===== src/rtl/scrub_pkg.sv =====
package scrub_pkg;

  typedef enum logic [2:0] {
    ST_WAIT,
    ST_RD,
    ST_RESP,
    ST_EVAL,
    ST_WR
  } scrub_st_e;

  // number of Hamming check bits for a given data width
  function automatic int chk_bits(input int dw);
    int p;
    p = 1;
    while ((1 << p) < dw + p + 1) p++;
    return p;
  endfunction

endpackage


===== src/rtl/secded_check.sv =====
module secded_check #(
  parameter int CW_W  = 39,
  parameter int SYN_W = 6
) (
  input  logic [CW_W-1:0] cw_in,
  output logic            is_clean,
  output logic            is_sec,
  output logic            is_ded,
  output logic [CW_W-1:0] cw_fixed
);
  logic [SYN_W-1:0] syn;
  logic             par;

  always_comb begin
    syn = '0;
    for (int i = 1; i < CW_W; i++) begin
      if (cw_in[i]) syn = syn ^ SYN_W'(i);
    end
    par      = ^cw_in;
    is_clean = (syn == '0) && !par;
    // odd parity: one flip, located by the syndrome (0 = overall parity bit)
    is_sec   = par && (int'(syn) < CW_W);
    is_ded   = !is_clean && !is_sec;
    cw_fixed = cw_in;
    if (is_sec) cw_fixed[syn] = ~cw_in[syn];
  end

endmodule


===== src/rtl/sat_counter.sv =====
module sat_counter #(
  parameter int W = 8
) (
  input  logic         clk,
  input  logic         rst_n,
  input  logic         inc,
  output logic [W-1:0] cnt
);
  localparam logic [W-1:0] MAXV = '1;

  always_ff @(posedge clk or negedge rst_n) begin
    if (!rst_n)                  cnt <= '0;
    else if (inc && cnt != MAXV) cnt <= cnt + 1'b1;
  end

  assert_sat_hold_R10: assert property (@(posedge clk) disable iff (!rst_n)
    (cnt == MAXV) |=> (cnt == MAXV));

endmodule


===== src/rtl/slot_timer.sv =====
module slot_timer #(
  parameter int W = 12
) (
  input  logic         clk,
  input  logic         rst_n,
  input  logic         run,
  input  logic [W-1:0] limit,
  output logic         expired
);
  logic [W-1:0] cnt;

  assign expired = run && (cnt >= limit);

  always_ff @(posedge clk or negedge rst_n) begin
    if (!rst_n)        cnt <= '0;
    else if (!run)     cnt <= '0;
    else if (!expired) cnt <= cnt + 1'b1;
  end

endmodule


===== src/rtl/ecc_scrubber.sv =====
module ecc_scrubber
  import scrub_pkg::*;
#(
  parameter int DATA_W = 32,
  parameter int ADDR_W = 4,
  parameter int IVL_W  = 12,
  parameter int CNT_W  = 8,
  localparam int PAR_W = chk_bits(DATA_W),
  localparam int CW_W  = DATA_W + PAR_W + 1
) (
  input  logic              clk,
  input  logic              rst_n,
  input  logic [IVL_W-1:0]  cfg_interval,
  input  logic              fg_req,
  output logic              mem_valid,
  input  logic              mem_ready,
  output logic              mem_we,
  output logic [ADDR_W-1:0] mem_addr,
  output logic [CW_W-1:0]   mem_wdata,
  input  logic              mem_rvalid,
  input  logic [CW_W-1:0]   mem_rdata,
  output logic [CNT_W-1:0]  corr_cnt,
  output logic [CNT_W-1:0]  uncorr_cnt,
  output logic [ADDR_W-1:0] last_ue_addr,
  output logic              pass_done
);
  localparam logic [ADDR_W-1:0] LAST_ADDR = '1;

  scrub_st_e         st, st_nxt;
  logic [ADDR_W-1:0] cur_addr;
  logic [CW_W-1:0]   rd_cw, wr_cw, fix_cw;
  logic              fg_seen, fire, advance, tmr_exp;
  logic              w_clean, w_sec, w_ded;
  logic [1:0]        ev_inc;
  logic [CNT_W-1:0]  ev_cnt [2];

  slot_timer #(.W(IVL_W)) u_tmr (
    .clk, .rst_n,
    .run(st == ST_WAIT),
    .limit(cfg_interval),
    .expired(tmr_exp)
  );

  secded_check #(.CW_W(CW_W), .SYN_W(PAR_W)) u_dec (
    .cw_in(rd_cw),
    .is_clean(w_clean),
    .is_sec(w_sec),
    .is_ded(w_ded),
    .cw_fixed(fix_cw)
  );

  // port drive: foreground wins unconditionally
  assign mem_valid = !fg_req && ((st == ST_RD) || (st == ST_WR && !fg_seen));
  assign mem_we    = (st == ST_WR);
  assign mem_addr  = cur_addr;
  assign mem_wdata = wr_cw;
  assign fire      = mem_valid && mem_ready;
  assign advance   = (st == ST_EVAL && !w_sec) || (st == ST_WR && fire);

  always_comb begin
    st_nxt = st;
    case (st)
      ST_WAIT: if (tmr_exp)    st_nxt = ST_RD;
      ST_RD:   if (fire)       st_nxt = ST_RESP;
      ST_RESP: if (mem_rvalid) st_nxt = ST_EVAL;
      ST_EVAL: st_nxt = w_sec ? ST_WR : ST_WAIT;
      ST_WR: begin
        if (fg_seen)   st_nxt = ST_RD;
        else if (fire) st_nxt = ST_WAIT;
      end
      default: st_nxt = ST_WAIT;
    endcase
  end

  always_ff @(posedge clk or negedge rst_n) begin
    if (!rst_n) begin
      st           <= ST_WAIT;
      cur_addr     <= '0;
      rd_cw        <= '0;
      wr_cw        <= '0;
      fg_seen      <= 1'b0;
      pass_done    <= 1'b0;
      last_ue_addr <= '0;
    end else begin
      st        <= st_nxt;
      pass_done <= advance && (cur_addr == LAST_ADDR);
      if (advance) cur_addr <= cur_addr + 1'b1;
      if (st == ST_RESP && mem_rvalid) rd_cw <= mem_rdata;
      if (st == ST_EVAL) wr_cw <= fix_cw;
      if (st == ST_EVAL && w_ded) last_ue_addr <= cur_addr;
      if (st == ST_RD) fg_seen <= 1'b0;
      else if (fg_req && st != ST_WAIT) fg_seen <= 1'b1;
    end
  end

  assign ev_inc[0] = (st == ST_WR) && fire;
  assign ev_inc[1] = (st == ST_EVAL) && w_ded;

  for (genvar g = 0; g < 2; g++) begin : g_cnt
    sat_counter #(.W(CNT_W)) u_cnt (
      .clk, .rst_n,
      .inc(ev_inc[g]),
      .cnt(ev_cnt[g])
    );
  end

  assign corr_cnt   = ev_cnt[0];
  assign uncorr_cnt = ev_cnt[1];

  assert_fg_wins_R7: assert property (@(posedge clk) disable iff (!rst_n)
    fg_req |-> !mem_valid);

  assert_req_hold_R8: assert property (@(posedge clk) disable iff (!rst_n)
    (mem_valid && !mem_ready) |=>
      ($stable(mem_addr) && $stable(mem_we) && $stable(mem_wdata)));

  assert_wrap_R2: assert property (@(posedge clk) disable iff (!rst_n)
    pass_done |-> (cur_addr == '0));

  assert_ded_no_write_R6: assert property (@(posedge clk) disable iff (!rst_n)
    (st == ST_EVAL && w_ded) |=> (st == ST_WAIT));

  assert_stale_reread_R9: assert property (@(posedge clk) disable iff (!rst_n)
    (st == ST_WR && fg_seen) |=> (st == ST_RD));

  assert_slot_wait_R3: assert property (@(posedge clk) disable iff (!rst_n)
    (st == ST_WAIT && !tmr_exp) |=> (st == ST_WAIT));

endmodule


===== config.mk =====
export PLATFORM = sky130hd
export DESIGN_NAME = ecc_scrubber
export DESIGN_NICKNAME = d
export VERILOG_FILES = /design/src/rtl/scrub_pkg.sv /design/src/rtl/secded_check.sv /design/src/rtl/sat_counter.sv /design/src/rtl/slot_timer.sv /design/src/rtl/ecc_scrubber.sv
export SDC_FILE = /design/constraint.sdc
export NUM_CORES = 1
export LEC_CHECK = 0
export BUFFER_PORTS_ARGS = -buffer_cell sky130_fd_sc_hd__buf_4
export CORE_ASPECT_RATIO = 1.25
export CORE_MARGIN = 10
export CORE_UTILIZATION = 39
export CTS_CLUSTER_DIAMETER = 60
export DETAILED_ROUTE_END_ITERATION = 16
export SLEW_MARGIN = 20
export SYNTH_ARGS = -nofsm -noshare
export SYNTH_HDL_FRONTEND = slang
export SYNTH_SLANG_ARGS = --single-unit

===== constraint.sdc =====
create_clock -name clk -period 10.07 [get_ports clk]
set_clock_uncertainty 0.2 [all_clocks]
set_input_delay 1.5105 -clock clk [delete_from_list [all_inputs] [get_ports clk]]
set_output_delay 1.5105 -clock clk [all_outputs]
set_load 0.005 [all_outputs]

After elaboration in Yosys (flattened, before gate mapping):

Index checks and enable logic that the tools add are counted.

* bits in latches: 0
* memory bits (writable): 0
* memories: 0
* output and inout port bits: 66
* bits in read-only memories: 0
* logic and storage cells: 152
* register bits after elaboration: 119

* multipliers: 0
* div/mod/pow operators: 0
* add/subtract/negate cells: 4
* equal/unequal tests: 12
* magnitude comparators: 4
* multiplexer cells: 55
* bitwise logic cells: 38
* shift operators: 0
* reductions and logical operators: 29

Operators with widths (count)
* $mux W5: 16
* $mux W6: 7
* $bwmux W39: 1
* $mux W39: 1
* $not A3 Y3: 13
* $reduce_xor A39 Y1: 1
* $mux W4: 8
* $mux W3: 10
* $not A2 Y2: 13
* $mux W12: 2
* $not A4 Y4: 5
* $add A8 B1 Y8 const B: 2
* $logic_and A1 B1 Y1: 16
* $ne A8 B8 Y1 const B: 2
* $pmux W3 S5: 1
* $add A12 B1 Y12 const B: 1
* $ge A12 B12 Y1: 1
* $ne A2 B2 Y1 const B: 4
* $lt A6 B7 Y1 const B: 1
* $bmux W1 S6: 1
* $demux W1 S6: 1
* $eq A3 B2 Y1 const B: 2
* $ge A6 B1 Y1 const B: 1
* $logic_not A6 Y1: 1
* other kinds (17): 31

Depth between registers and ports, before layout:

Gate-level depths: netlist (run 1).

* word-level depth: 76
* depth in mapped cells: 13
* gate-level depth less buffers: 13

Hierarchy:

Synthesis (run 1) repeated with hierarchy kept, for this count alone.

* cells, all modules: 733
* area total of the unflattened synthesis: 7434.6 um^2

By module, submodules not included
* ecc_scrubber: sequential area each 2277.2 um^2, cells each 309, instances 1, area an instance 3579.7 um^2
* secded_check: sequential area each 0.0 um^2, cells each 239, instances 1, area an instance 2035.7 um^2
* slot_timer: sequential area each 300.3 um^2, cells each 117, instances 1, area an instance 1003.5 um^2
* sat_counter: sequential area each 200.2 um^2, cells each 34, instances 2, area an instance 407.9 um^2

Least setup slack after synthesis (run 1):

Ideal clock, no wire load.

* path kind: input to register
* start: input port cfg_interval[0]
* end: register u_tmr.cnt[6]
* data arrival time: 3.730 ns
* data required time: 9.750 ns
* buffers on the path: 0
* setup time: 0.120 ns
* slack: 6.020 ns
* stages: 12
* cells stage by stage: ha_1 -> nand2b_1 -> a21o_1 -> a21o_1 -> a21o_1 -> a21o_1 -> a21oi_1 -> o21ai_0 -> a31o_2 -> a211oi_1 -> a31oi_1 -> a41o_1

* cells in the longest elaborated chain, start to end: 3

Ends and longest elaborated chain
* start: declaration: RTL line ecc_scrubber.sv:13 `input logic [IVL_W-1:0] cfg_interval,`
* $ge A12 B12 Y1: RTL line slot_timer.sv:12 `assign expired = run && (cnt >= limit);`
* $logic_and A1 B1 Y1: RTL line slot_timer.sv:12
* $ne A2 B2 Y1 (no source line)
* end signal: assignment: RTL line slot_timer.sv:17 `else if (!expired) cnt <= cnt + 1'b1;`
* end: declaration: RTL line slot_timer.sv:10 `logic [W-1:0] cnt;`

No other way between the ends.
A chain may end at the register's enable or synchronous reset.

Worst setup path after layout (run 1):

* start: input port cfg_interval[0]
* end: register u_tmr.cnt[8]

The elaborated chain is that of the path after synthesis.

==> flow_summary_export.csv, run 1 <==
group,metric,value,unit
logic_synthesis,synth-simple-area-share,11.80,%
worst_setup_path,r2r_start,"rd_cw[11]",
cts,cts_made_buffers,17,
grt,grt_pass1_wl,30910,um
logic_synthesis,synthesis.area,6784,um2
timing,maxSlewViolCount,0,
hold_path,hold_path.class,"reg2reg",
logic_synthesis,synth_top_family_by_area,"XOR/XNOR gates",
route,final_antenna_net_count,0,
logic_synthesis,synthAdderAreaFrac,2.951,%
floorplanning,die_area,23100,um2
placed_design,finalWeightedCongestion,0.9096,
floorplanning,coreArea,16980,um2
grt,track_usage,16.87,%
logic_synthesis,yosysUniqueCellTypes,53,
logic_synthesis,async_flop_share,100.0,%
timing,setup_violations,0,
route,vias,5484,
logic_synthesis,yosys_register_bits,119,
floorplanning,die_w,138.0,um
floorplanning,initial_core_util,39.96,%
timing,tightest_slew,954.7,ps
route,viasPerCell,5.340,
cells_and_area,drive_above_1_share,27.63,%
logic_synthesis,synth_xor_area_share,14.68,%
logic_synthesis,synth_commonest_cells,"dfrtp_1 (119), a21oi_1 (85), nand2_1 (69), xnor2_1 (64), mux2_2 (43)",
outcome,status,"finished, final reports clean",
logic_synthesis,synth_compound_gate_area_share,14.40,%
route,first_pass_iters,4,
logic_synthesis,synth_top_area_share,43.90,%
timing,setup_ws,6119,ps
placed_design,place_ws,5684,ps
cts,ctsLongestPathBuffers,2,
cells_and_area,syn_to_final_growth,25.56,%
worst_setup_path,cp_max_fo,8,
cells_and_area,diodes,0,
logic_synthesis,syn_inst,673,
route,wirelength,18750,um
logic_synthesis,post-synth-top-area-cell,"dfrtp_1",
logic_synthesis,seq_area_frac_synth,43.90,%
cts,cts_tree,"done",
worst_setup_path,reg2reg_setup_slack,6130,ps
worst_setup_path,ff2ff_path_depth,10,
placed_design,place_area,7913,um2
logic_synthesis,ys.flop_type,"dfrtp_1",
grt,gr-total-overflow,0,
worst_setup_path,crit_type,"in2reg",
worst_setup_path,worstPathCellList,"buf_4 > ha_1 > nand2b_1 > a21o_1 > a21o_1 > a21o_1 > a21o_1 > a21oi_1 > o21ai_0 > a31o_2 > a2111oi_0 > xnor2_1 > nor2_1",
job,cap_violations,0,
timing,fmax,0.2531,GHz
placed_design,hpwl,14490,um
cells_and_area,fin_area,8518,um2
floorplanning,die_y,167.5,um
logic_synthesis,synth.area.mux_share,9.775,%
grt,grt_max_degree,74,
cts,postCtsSetupBuffers,0,
logic_synthesis,post-synth-top-count-cell,"dfrtp_1",
worst_setup_path,cp.depth,13,
worst_setup_path,crit_path_top_delay_cell,"a2111oi_0",
logic_synthesis,synth_warnings,0,
timing,max_slew_margin,35.86,%
hold_path,holdCritStartpoint,"g_cnt[1].u_cnt.cnt[6]",
logic_synthesis,synth-edff-count,0,
worst_setup_path,critPathCaptureType,"register",
cells_and_area,final.fill_count,1613,
cells_and_area,final_nets,867,
worst_setup_path,r2r_end,"g_cnt[1].u_cnt.cnt[1]",
floorplanning,row_count,53,
placed_design,port_buffers,121,
worst_setup_path,path_buf_inv,1,
worst_setup_path,crit_top_cell,"a21o_1",
hold_path,hold_end,"g_cnt[1].u_cnt.cnt[6]",
logic_synthesis,synthTopCellsByArea,"dfrtp_1 (44%), xnor2_1 (8.3%), mux2_2 (7.1%)",
worst_setup_path,critPathTopFamily,"compound AO/OA/AOI/OAI gates",
route,wl_per_cell,18.26,um
route,drc_errors,0,
cts,path_clk_slew,50,ps
cts,insertion_delay,420,ps
cts,h-tree-depth,4,
timing,period_needed,3951,ps
logic_synthesis,syn_nets,745,
cts,clock_sinks,119,
grt,antenna_found_initial,0,
worst_setup_path,worstPathRequired,10160,ps
grt,grt_pass1_vias,5763,
floorplanning,ios,122,
timing,fin_tns_setup,0,ps
timing,hold_violations,0,
timing,fin_crit_sh,39.23,%
cts,cts-root-buf,"clkbuf_16",
logic_synthesis,synth_area_per_cell,10.08,um2
worst_setup_path,crit_path_max_incr_delay,550,ps
hold_path,hold_depth,1,
cts,cts_resized,0,
worst_setup_path,start_kind,"input pin",
cts,ctsHoldBuffers,0,
timing,grt_setup_unrepaired,"no",
route,drt_iter0_drc,373,
worst_setup_path,worstPathArrival,4040,ps
-- registers in the layout (all words and copies together), names as in the netlist --
register,cells
mem_wdata,39
rd_cw,39
g_cnt.u_cnt.cnt,16
u_tmr.cnt,12
last_ue_addr,4
mem_addr,4
st,3
fg_seen,1
pass_done,1
-- layer usage --
layer / global-route usage [%] / vias to the layer above / routed length, um
met5: 0 / - / 0
met4: 6.633 / 0 / 384
met3: 4.611 / 30 / 1249
met2: 26.20 / 164 / 9041
met1: 21.61 / 2669 / 8074
li1: - / 2621 / -
-- worst reg2reg max path: cells and delay by family, from the launching register on --
family,cells,cell delay [ps]
multiplexers,1,360
AO/OA/AOI/OAI,2,420
flip-flops,1,460
XOR/XNOR,4,1510
AND/OR/NAND/NOR,3,890
-- final cells by class --
| cell class | count | area (um2) | share of cell area, % |
|---|---|---|---|
| Multi-Input combinational cell | 511 | 3642 | 42.76 |
| Clock inverter | 12 | 152.6 | 1.792 |
| Sequential cell | 119 | 2978 | 34.96 |
| Clock buffer | 19 | 452.9 | 5.317 |
| Timing Repair Buffer | 125 | 938.4 | 11.02 |
| Inverter | 21 | 78.83 | 0.9254 |
| Tap cell | 220 | 275.3 | 3.231 |
-- logic make-up (layout without fill, tap and decap cells) --
family | count (synthesis) | after routing
fa+ha+maj | 16 | 16
buf+inv | 43 | 177
mux | 57 | 57
simple gates | 169 | 169
flops | 119 | 119
xor+xnor | 95 | 95
compound gates | 174 | 174
-- cell usage in the layout (no fill, tap or decap), drive strengths merged, types with 2 or more instances in the layout --
cell	Yosys	layout
a2111oi	3	3
o21a	2	2
o31ai	2	2
a31o	3	3
a22oi	3	3
nor2b	2	2
mux4	3	3
nand3	16	16
nand4	5	5
mux2	44	44
mux2i	10	10
clkbuf	18	19
dfrtp	119	119
a31oi	2	2
xnor3	4	4
clkinv	0	5
nand2	72	72
buf	4	125
o211ai	2	2
o21ai	51	51
or3	3	3
xor2	20	20
nand3b	2	2
and3	8	8
inv	21	21
ha	16	16
a21oi	86	86
nor2	39	39
a211oi	7	7
clkinvlp	0	4
bufinv	0	3
o22ai	4	4
nand2b	8	8
nor3	10	10
a21o	5	5
xnor2	70	70
-- through the flow --
| step | util, % | cells | hold WS [ps] |
|---|---|---|---|
| 3_5_place_dp | 46.61 | 996 | 289.9 |
| 6_report | 50.18 | 1027 | 294.6 |
| 2_1_floorplan | - | 673 | 277.4 |
| 5_1_grt | 50.18 | 1027 | 331.8 |
| 3_3_place_gp | 46.61 | 996 | 280.2 |
| 4_1_cts | 50.18 | 1027 | 301.3 |
-- worst max path at each step --
stage | start | slack, ps | endpoint
final | cfg_interval[0] | 6120 | u_tmr.cnt[8]
after global routing | rd_cw[11] | 5870 | g_cnt[1].u_cnt.cnt[4]
after CTS | rd_cw[11] | 6090 | g_cnt[1].u_cnt.cnt[1]
after detailed placement | cfg_interval[0] | 5680 | u_tmr.cnt[8]
after global placement | cfg_interval[0] | 5740 | u_tmr.cnt[2]
after floorplan | cfg_interval[0] | 6020 | u_tmr.cnt[6]
Power of run 1 is left out: the tool's default activity adds up to more than one toggle a clock period on the data nets, which glitch-free logic cannot reach.
==> run 2: changes to the inputs <==
==> constraint.sdc (replaced) <==
create_clock -name clk -period 3.5 [get_ports clk]
set_clock_uncertainty 0.2 [all_clocks]
set_input_delay 0.525 -clock clk [delete_from_list [all_inputs] [get_ports clk]]
set_output_delay 0.525 -clock clk [all_outputs]
set_load 0.005 [all_outputs]
==> run 2 against run 1 <==
Effect of this change:
- register-to-register slack got worse by 6000 ps
- hold slack got worse by 350 ps
- sequential share of layout area fell by 2.2 points
- highest routed layer unchanged
- core utilization rose by 3.3 points
- via count rose by 3.6%
- routed wire length rose by 6.8%
- the flow now finishes with violations (negative hold slack)
- flip-flop and latch count did not move
- non-clock buffer count rose by 50
- design area rose by 6.6%
- global-route usage rose by 0.70 points
==> flow_summary_export.csv, run 2 (synthesis results as in run 1) <==
group,metric,value,unit
worst_setup_path,cp_max_fo,8,
floorplanning,row_count,53,
hold_path,hold_path.class,"in2async",
worst_setup_path,critPathCaptureType,"register",
timing,setup_ws,145.0,ps
floorplanning,die_area,23100,um2
timing,max_slew_margin,46.09,%
grt,grt_pass1_wl,32060,um
grt,grt_pass1_vias,6027,
cts,cts_tree,"done",
route,viasPerCell,5.272,
grt,track_usage,17.57,%
floorplanning,coreArea,16980,um2
route,first_pass_iters,7,
cells_and_area,fin_util,53.51,%
route,drc_errors,0,
timing,period_needed,3355,ps
cts,cts-root-buf,"clkbuf_16",
grt,gr-total-overflow,0,
worst_setup_path,crit_type,"reg2reg",
worst_setup_path,worstPathArrival,3490,ps
worst_setup_path,worstPathRequired,3630,ps
floorplanning,die_w,138.0,um
cts,path_clk_slew,60,ps
outcome,status,"complete, but fails checks",
grt,antenna_found_initial,0,
cts,ctsHoldBuffers,0,
cells_and_area,syn_to_final_growth,33.90,%
route,final_antenna_net_count,0,
outcome,violations,"negative hold slack",
cts,clock_sinks,119,
placed_design,finalWeightedCongestion,0.9615,
cells_and_area,layout_commonest_cell,"buf_4",
timing,fin_crit_sh,95.86,%
job,cap_violations,0,
timing,fmax,0.2981,GHz
placed_design,port_buffers,121,
grt,grt_max_degree,81,
cells_and_area,final.fill_count,1557,
cells_and_area,final_nets,917,
timing,tightest_slew,802.4,ps
route,wirelength,20030,um
cts,cts_made_buffers,17,
cells_and_area,diodes,0,
placed_design,hpwl,15540,um
timing,hold_ws,-58.21,ps
floorplanning,ios,122,
timing,setup_violations,0,
timing,hold_violations,77,
route,vias,5683,
route,wl_per_cell,18.58,um
worst_setup_path,reg2reg_setup_slack,150,ps
route,drt_iter0_drc,394,
worst_setup_path,start_kind,"register",
cts,insertion_delay,410,ps
cts,ctsLongestPathBuffers,2,
cells_and_area,drive_above_1_share,34.73,%
floorplanning,initial_core_util,39.96,%
placed_design,place_ws,-82.88,ps
cts,h-tree-depth,4,
floorplanning,die_y,167.5,um
timing,maxSlewViolCount,0,
cells_and_area,final_cell_mix,"buf_4 (173), dfrtp_1 (118), a21oi_1 (85)",
timing,fin_tns_setup,0,ps
[run 2: path summary, 6_finish.rpt]
kind	from	end	depth (start not counted)
setup / recovery	rd_cw[15]	mem_wdata[31]	11
hold / removal	rst_n	rd_cw[26]	1
hold reg to reg	g_cnt[1].u_cnt.cnt[4]	g_cnt[1].u_cnt.cnt[4]	1
min in group clk	mem_rdata[38]	rd_cw[38]	3
setup reg to reg	rd_cw[15]	mem_wdata[31]	11
max in group asynchronous	rst_n	g_cnt[0].u_cnt.cnt[6]	2
[run 2: layout make-up]
cell class,count,area [um2],area share [%]
Timing Repair Buffer,175,1321,14.55
Clock inverter,12,175.2,1.928
Tap cell,220,275.3,3.030
Clock buffer,20,456.7,5.028
Sequential cell,119,2979,32.80
Multi-Input combinational cell,511,3797,41.80
Inverter,21,78.83,0.8678
[run 2: critical path, stage by stage (launching register included)]
cell      delay, ps
dfrtp_1         460
xor2_1          280
xnor2_2         140
xnor2_2         290
xnor3_2         480
nor2_1          200
nand2_1         210
o221a_1         310
o211ai_1        190
and2_4          230
nand2_4         100
o21ai_1         170
[run 2: per-layer routing]
layer  up-vias  GRT usage (%)  wire [um]
met5         -              0          0
met4         0          6.951        442
met3        26          4.371       1101
met2       197          27.60       9729
met1      2738          22.49       8757
li1       2722              -          -
[run 2: through the flow]
step	hold slack, ps	area [um2]	instances
floorplan	29.41	6784	673
global placement	276.9	8265	1043
detailed placement	283.1	8265	1043
CTS	103.7	8902	1075
global route	3.160	9084	1078
finish	-58.21	9084	1078
[run 2: timing repair]
item | CTS | global route
setup endpoints to repair | 4 | 54
gates cloned | 0 | 0
gates resized for setup | 1 | 27
pin swaps | 0 | 4
buffers inserted | 0 | 3
Power of run 2 is left out for the same reason.
